===== src/rtl/dwr_pkg.sv =====
package dwr_pkg;
    // Meaning of one ownership-table bit
    typedef enum logic {
        OWNER_A = 1'b0,
        OWNER_B = 1'b1
    } owner_e;

    localparam int unsigned NUM_WR_PORTS = 2;
endpackage


===== src/rtl/dwr_bank.sv =====
// One single-write copy of the array with a registered read word.
module dwr_bank #(
    parameter int unsigned DATA_W = 16,
    parameter int unsigned DEPTH  = 64,
    localparam int unsigned ADDR_W = $clog2(DEPTH)
) (
    input  logic              clk,
    input  logic              rst_n,
    input  logic              wr_en,
    input  logic [ADDR_W-1:0] wr_addr,
    input  logic [DATA_W-1:0] wr_data,
    input  logic [ADDR_W-1:0] rd_addr,
    output logic [DATA_W-1:0] rd_word
);
    typedef struct packed {
        logic [DATA_W-1:0] word;
    } bank_state_t;

    logic [DATA_W-1:0] mem_q [DEPTH];
    bank_state_t       st_d, st_q;

    always_comb begin
        st_d      = st_q;
        st_d.word = mem_q[rd_addr];   // old contents: read before write
    end

    always_ff @(posedge clk or negedge rst_n) begin
        if (!rst_n) st_q <= '0;
        else        st_q <= st_d;
    end

    always_ff @(posedge clk) begin
        if (wr_en) mem_q[wr_addr] <= wr_data;
    end

    assign rd_word = st_q.word;
endmodule


===== src/rtl/dwr_owner_table.sv =====
// Per-word record of which write port wrote last, plus registered lookup.
module dwr_owner_table #(
    parameter int unsigned DEPTH = 64,
    localparam int unsigned ADDR_W = $clog2(DEPTH)
) (
    input  logic              clk,
    input  logic              rst_n,
    input  logic              wa_en,
    input  logic [ADDR_W-1:0] wa_addr,
    input  logic              wb_en,
    input  logic [ADDR_W-1:0] wb_addr,
    input  logic [ADDR_W-1:0] rd_addr,
    output dwr_pkg::owner_e   rd_owner
);
    import dwr_pkg::*;

    typedef struct packed {
        logic [DEPTH-1:0] owner;
        logic             sel;
    } tbl_state_t;

    tbl_state_t st_d, st_q;

    always_comb begin
        st_d     = st_q;
        st_d.sel = st_q.owner[rd_addr];          // lookup before update
        if (wa_en) st_d.owner[wa_addr] = OWNER_A;
        if (wb_en) st_d.owner[wb_addr] = OWNER_B; // applied last: B wins a tie
    end

    always_ff @(posedge clk or negedge rst_n) begin
        if (!rst_n) st_q <= '0;
        else        st_q <= st_d;
    end

    assign rd_owner = owner_e'(st_q.sel);
endmodule


===== src/rtl/dual_write_ram.sv =====
module dual_write_ram #(
    parameter int unsigned DATA_W = 16,
    parameter int unsigned DEPTH  = 64,
    localparam int unsigned ADDR_W = $clog2(DEPTH)
) (
    input  logic              clk,
    input  logic              rst_n,
    input  logic              wa_en,
    input  logic [ADDR_W-1:0] wa_addr,
    input  logic [DATA_W-1:0] wa_data,
    input  logic              wb_en,
    input  logic [ADDR_W-1:0] wb_addr,
    input  logic [DATA_W-1:0] wb_data,
    input  logic [ADDR_W-1:0] rd_addr,
    output logic [DATA_W-1:0] rd_data
);
    import dwr_pkg::*;

    logic              port_en   [NUM_WR_PORTS];
    logic [ADDR_W-1:0] port_addr [NUM_WR_PORTS];
    logic [DATA_W-1:0] port_data [NUM_WR_PORTS];
    logic [DATA_W-1:0] copy_word [NUM_WR_PORTS];
    owner_e            owner_sel;

    assign port_en[0]   = wa_en;
    assign port_addr[0] = wa_addr;
    assign port_data[0] = wa_data;
    assign port_en[1]   = wb_en;
    assign port_addr[1] = wb_addr;
    assign port_data[1] = wb_data;

    for (genvar p = 0; p < NUM_WR_PORTS; p++) begin : g_copy
        dwr_bank #(
            .DATA_W (DATA_W),
            .DEPTH  (DEPTH)
        ) u_bank (
            .clk     (clk),
            .rst_n   (rst_n),
            .wr_en   (port_en[p]),
            .wr_addr (port_addr[p]),
            .wr_data (port_data[p]),
            .rd_addr (rd_addr),
            .rd_word (copy_word[p])
        );
    end

    dwr_owner_table #(
        .DEPTH (DEPTH)
    ) u_owner (
        .clk      (clk),
        .rst_n    (rst_n),
        .wa_en    (wa_en),
        .wa_addr  (wa_addr),
        .wb_en    (wb_en),
        .wb_addr  (wb_addr),
        .rd_addr  (rd_addr),
        .rd_owner (owner_sel)
    );

    always_comb begin
        rd_data = (owner_sel == OWNER_B) ? copy_word[1] : copy_word[0];
    end
endmodule


===== config.mk =====
export PLATFORM = sky130hd
export DESIGN_NAME = dual_write_ram
export DESIGN_NICKNAME = d
export VERILOG_FILES = /design/src/rtl/dwr_pkg.sv /design/src/rtl/dwr_bank.sv /design/src/rtl/dwr_owner_table.sv /design/src/rtl/dual_write_ram.sv
export SDC_FILE = /design/constraint.sdc
export NUM_CORES = 2
export LEC_CHECK = 0
export BUFFER_PORTS_ARGS = -buffer_cell sky130_fd_sc_hd__buf_4
export CORE_ASPECT_RATIO = 0.9
export CORE_MARGIN = 2
export CORE_UTILIZATION = 57
export DETAILED_ROUTE_END_ITERATION = 16
export GPL_ROUTABILITY_DRIVEN = 0
export GPL_TIMING_DRIVEN = 0
export PLACE_DENSITY = 0.76
export SLEW_MARGIN = 20
export SYNTH_ARGS = -nofsm -noshare
export SYNTH_HDL_FRONTEND = slang
export SYNTH_HIERARCHICAL = 1
export SYNTH_SLANG_ARGS = --single-unit

===== constraint.sdc =====
create_clock -name clk -period 1.95 [get_ports clk]
set_clock_uncertainty 0.15 [all_clocks]
set_input_delay 0.39 -clock clk [delete_from_list [all_inputs] [get_ports clk]]
set_output_delay 0.39 -clock clk [all_outputs]
set_load 0.01 [all_outputs]

==> impl_metrics.yaml <==
timing:
  finalHoldViolations: 12
  finalSetupTns_ps: -19370
  clock.fmax_mhz: 381.2
  worst_hold_slack_ps: -24.63
  final.setup.worst_slack_ps: -673.2
  worst-slew-pin-transition_ps: 992.6
  fin_crit_sh_pct: 134.5
  relative_slew_slack_pct: 33.83
  final.min_clock_period_ps: 2623
  setup_viol: 276
  grt_setup_unrepaired: "yes"
  final_max_slew_viol_count: 0
flow_run:
  cap_viol_max_count: 0
power_and_ir_drop:
  largest_vdd_supply_drop_mv: 0.7695
  power.switching_mw: 21.45
  totalPowerFinal_mw: 97.58
  sequentialPowerShare_pct: 52.6
  leakage_nw: 31.55
  combinationalPowerShare_pct: 7.2
  intPower_mw: 76.13
  power_density_mw_per_mm2: 986.2
  pwr-share-clk_pct: 40.2
  power.switching_fraction_pct: 21.98
drt:
  drt_iter0_markers: 8134
  routed-via-count: 44890
  avgViaCountPerCell: 6.847
  routedWlPerCell_microns: 34.35
  drcViolationCount: 0
  totalWireLength_microns: 225200
  drt_pre_antenna_iters: 5
  route.antenna.remaining_nets: 0
run_status:
  outcome: "complete, but fails checks"
  violations: "hold timing, setup timing"
logic_synthesis:
  synth_fp_nets: 4028
  synthDominantCellAreaShare_pct: 73.50
  synth-warning-count: 6
  synth_cell_type_count: 48
  number_of_enable_type_register_cells_in_the_synthesized_netlist: 2048
  synth_top_area_cell: "sky130_fd_sc_hd__edfxtp_1"
  postSynthCellCount: 3974
  netlist_area_sq_mm: 0.08367
  ys_ff_latch: 2145
  ys_seq_area_share_pct: 76.40
  synth_async_sr_flop_share_pct: 4.522
  synth_ff_type: "sky130_fd_sc_hd__edfxtp_1"
  synth.top_cells.by_area: "sky130_fd_sc_hd__edfxtp_1 74%, sky130_fd_sc_hd__mux4_2 12%, sky130_fd_sc_hd__dfrtp_1 2.9%"
  post_synth.cell_area_avg_sq_um: 21.05
setup_path:
  critPathCaptureType: "output port"
  ff2ff_path_depth: 5
  cp.required_ps: 1410
  crit_fanout: 5
  worst-setup-path-type: "reg2out"
  cp.arrival_ps: 2080
  startpoint_type: "flop"
floorplanning:
  die_area_sq_mm: 0.1499
  floorplan.io_pins: 70
  core_region_area_sq_mm: 0.1459
  floorplan.die.width_microns: 407.9
  rows: 133
  initial_core_util_pct: 57.33
  fp.dieH_microns: 367.5
clock_tree:
  cts_max_level: 4
  tritoncts: "done"
  cts_buffer_depth: 3
  post_cts_clock_slew_at_the_launch_and_capture_registers_of_the_worst_setup_and_hold_paths_ps: 60
  cts_buffer_count: 204
  clock_tree.root_cell: "sky130_fd_sc_hd__clkbuf_16"
  clock_sink_count: 2145
  clkLatencyLatePin_ps: 840
global_routing:
  globalRouteTotalUtil_pct: 29.41
  grt_antenna_before_repair: 17
  gr-usage-met1_pct: 43.24
  grt_pass1_wl_microns: 311300
  grt_pass1_vias: 42800
  grt_use_met2_pct: 43.45
  globalRouteOverflowTotal: 0
  grt_max_degree: 98
  grt_most_used_layer: "met2"
  use_met3_pct: 7.907
layout:
  synthToLayoutAreaGrowth_pct: 18.26
  fin_nets: 4474
  most-common-layout-cells: "2048 x sky130_fd_sc_hd__edfxtp_1, 448 x sky130_fd_sc_hd__mux4_2, 218 x sky130_fd_sc_hd__clkbuf_16"
  layout.cells.most_common: "sky130_fd_sc_hd__edfxtp_1"
  number_of_fill_cells: 8581
  register_area_sq_mm: 0.06393
  area_occupied_by_multi_input_gates_sq_mm: 0.02063
  drive_gt1_share_pct: 33.06
  finish.utilization_pct: 67.80
worst_hold_path:
  timing.hold.worst_path_depth: 3
  timing.hold.worst.class: "in2reg"
place:
  buffer_ports.inserted: 65
  place.detailed.hpwl_microns: 133800
flip-flops by register name (all words and copies together) (netlist names):
register	count
u_owner/rd_owner	1
g_copy.u_bank/rd_word	32
g_copy.u_bank/mem_q	2048
u_owner/st_q	64
per-layer routing:
| layer | wire length (microns) | share of wire, % | up-vias |
|---|---|---|---|
| li1 | - | - | 17500 |
| met3 | 31310 | 14 | 571 |
| met2 | 102900 | 46 | 3527 |
| met5 | 79 | 0.035 | - |
| met1 | 82280 | 37 | 23280 |
| met4 | 8625 | 3.8 | 12 |
power groups by stage:
stage / sequential [mW] / clock (mW) / combinational, mW
CTS: 51.3 / 39.4 / 6.64
global placement: 52.2 / 0 / 5.80
floorplan: 52.2 / 0 / 3.33
finish: 51.4 / 39.2 / 6.98
global route: 51.4 / 41.2 / 7.17
detailed placement: 52.3 / 0 / 5.95
layout make-up:
cell class,instances,area share [%]
clock inverters,106,1.096
multi-input cells,1603,20.85
well taps,1957,2.475
flip-flops and latches,2145,64.61
repair buffers,241,3.297
diodes,7,0.01770
plain buffers,225,2.055
clock buffers,271,5.601
cells by family after synthesis:
logic type	count (synthesis)	synth area share, %
AO/OA/AOI/OAI	389	3.106
buffers and inverters	226	1.850
flip-flops	2145	76.40
multiplexers	714	15.75
AND/OR/NAND/NOR	500	2.894
critical path, cell delays in order, from the launching register on:
cell,delay [ps]
sky130_fd_sc_hd__dfrtp_2,450
sky130_fd_sc_hd__buf_8,170
sky130_fd_sc_hd__buf_12,140
sky130_fd_sc_hd__mux2_4,340
sky130_fd_sc_hd__buf_6,130
through the flow:
step	cell area (sq um)	hold WS (ps)	instances	setup WS (ps)
after floorplan	84900	-55.59	3974	-174.2
after global placement	87830	331.5	5996	-2074
after detailed placement	87960	343.4	6004	-2098
after CTS	97160	9.697	6463	-714.9
after global routing	98930	3.773	6550	-714.3
final	98940	-24.63	6555	-673.2
Yosys cell counts, types with 16 or more instances:
cell	count
sky130_fd_sc_hd__mux4_2	438
sky130_fd_sc_hd__nor2b_1	64
sky130_fd_sc_hd__a221oi_1	32
sky130_fd_sc_hd__a31oi_1	16
sky130_fd_sc_hd__mux2_2	60
sky130_fd_sc_hd__a22oi_1	78
sky130_fd_sc_hd__buf_2	79
sky130_fd_sc_hd__a21oi_1	35
sky130_fd_sc_hd__nor2_1	153
sky130_fd_sc_hd__a211o_1	16
sky130_fd_sc_hd__clkbuf_1	66
sky130_fd_sc_hd__o21ai_0	133
sky130_fd_sc_hd__a311oi_1	16
sky130_fd_sc_hd__a211oi_1	17
sky130_fd_sc_hd__nand2_1	133
sky130_fd_sc_hd__buf_4	23
sky130_fd_sc_hd__buf_6	32
sky130_fd_sc_hd__mux2i_1	180
sky130_fd_sc_hd__mux4_1	26
sky130_fd_sc_hd__nand3_1	60
sky130_fd_sc_hd__dfrtp_1	97
sky130_fd_sc_hd__edfxtp_1	2048
sky130_fd_sc_hd__nand4_1	24
timing repair:
item / in CTS / in global routing
gates cloned: 1 / 0
pin swaps: 105 / 102
buffers inserted: 42 / 86
hold buffers: 40 / 0
endpoints found under the setup margin: 600 / 1852
endpoints found under the hold margin: 1115 / 0
gates resized for setup: 318 / 82
path summary, 6_finish.rpt:
check | start | endpoint | slack, ps
worst max-delay path | u_owner/rd_owner | rd_data[6] | -670
worst min-delay path | wb_addr[5] | u_owner/st_q[52] | -20
worst max register to register | g_copy[0].u_bank/mem_q[22][12] | g_copy[0].u_bank/rd_word[12] | -310
worst min register to register | u_owner/st_q[64] | u_owner/st_q[64] | 360
max in group asynchronous | rst_n | u_owner/rd_owner | 850
min in group asynchronous | rst_n | g_copy[1].u_bank/rd_word[1] | 30
Note: power is estimated with default switching activity, not from simulation.
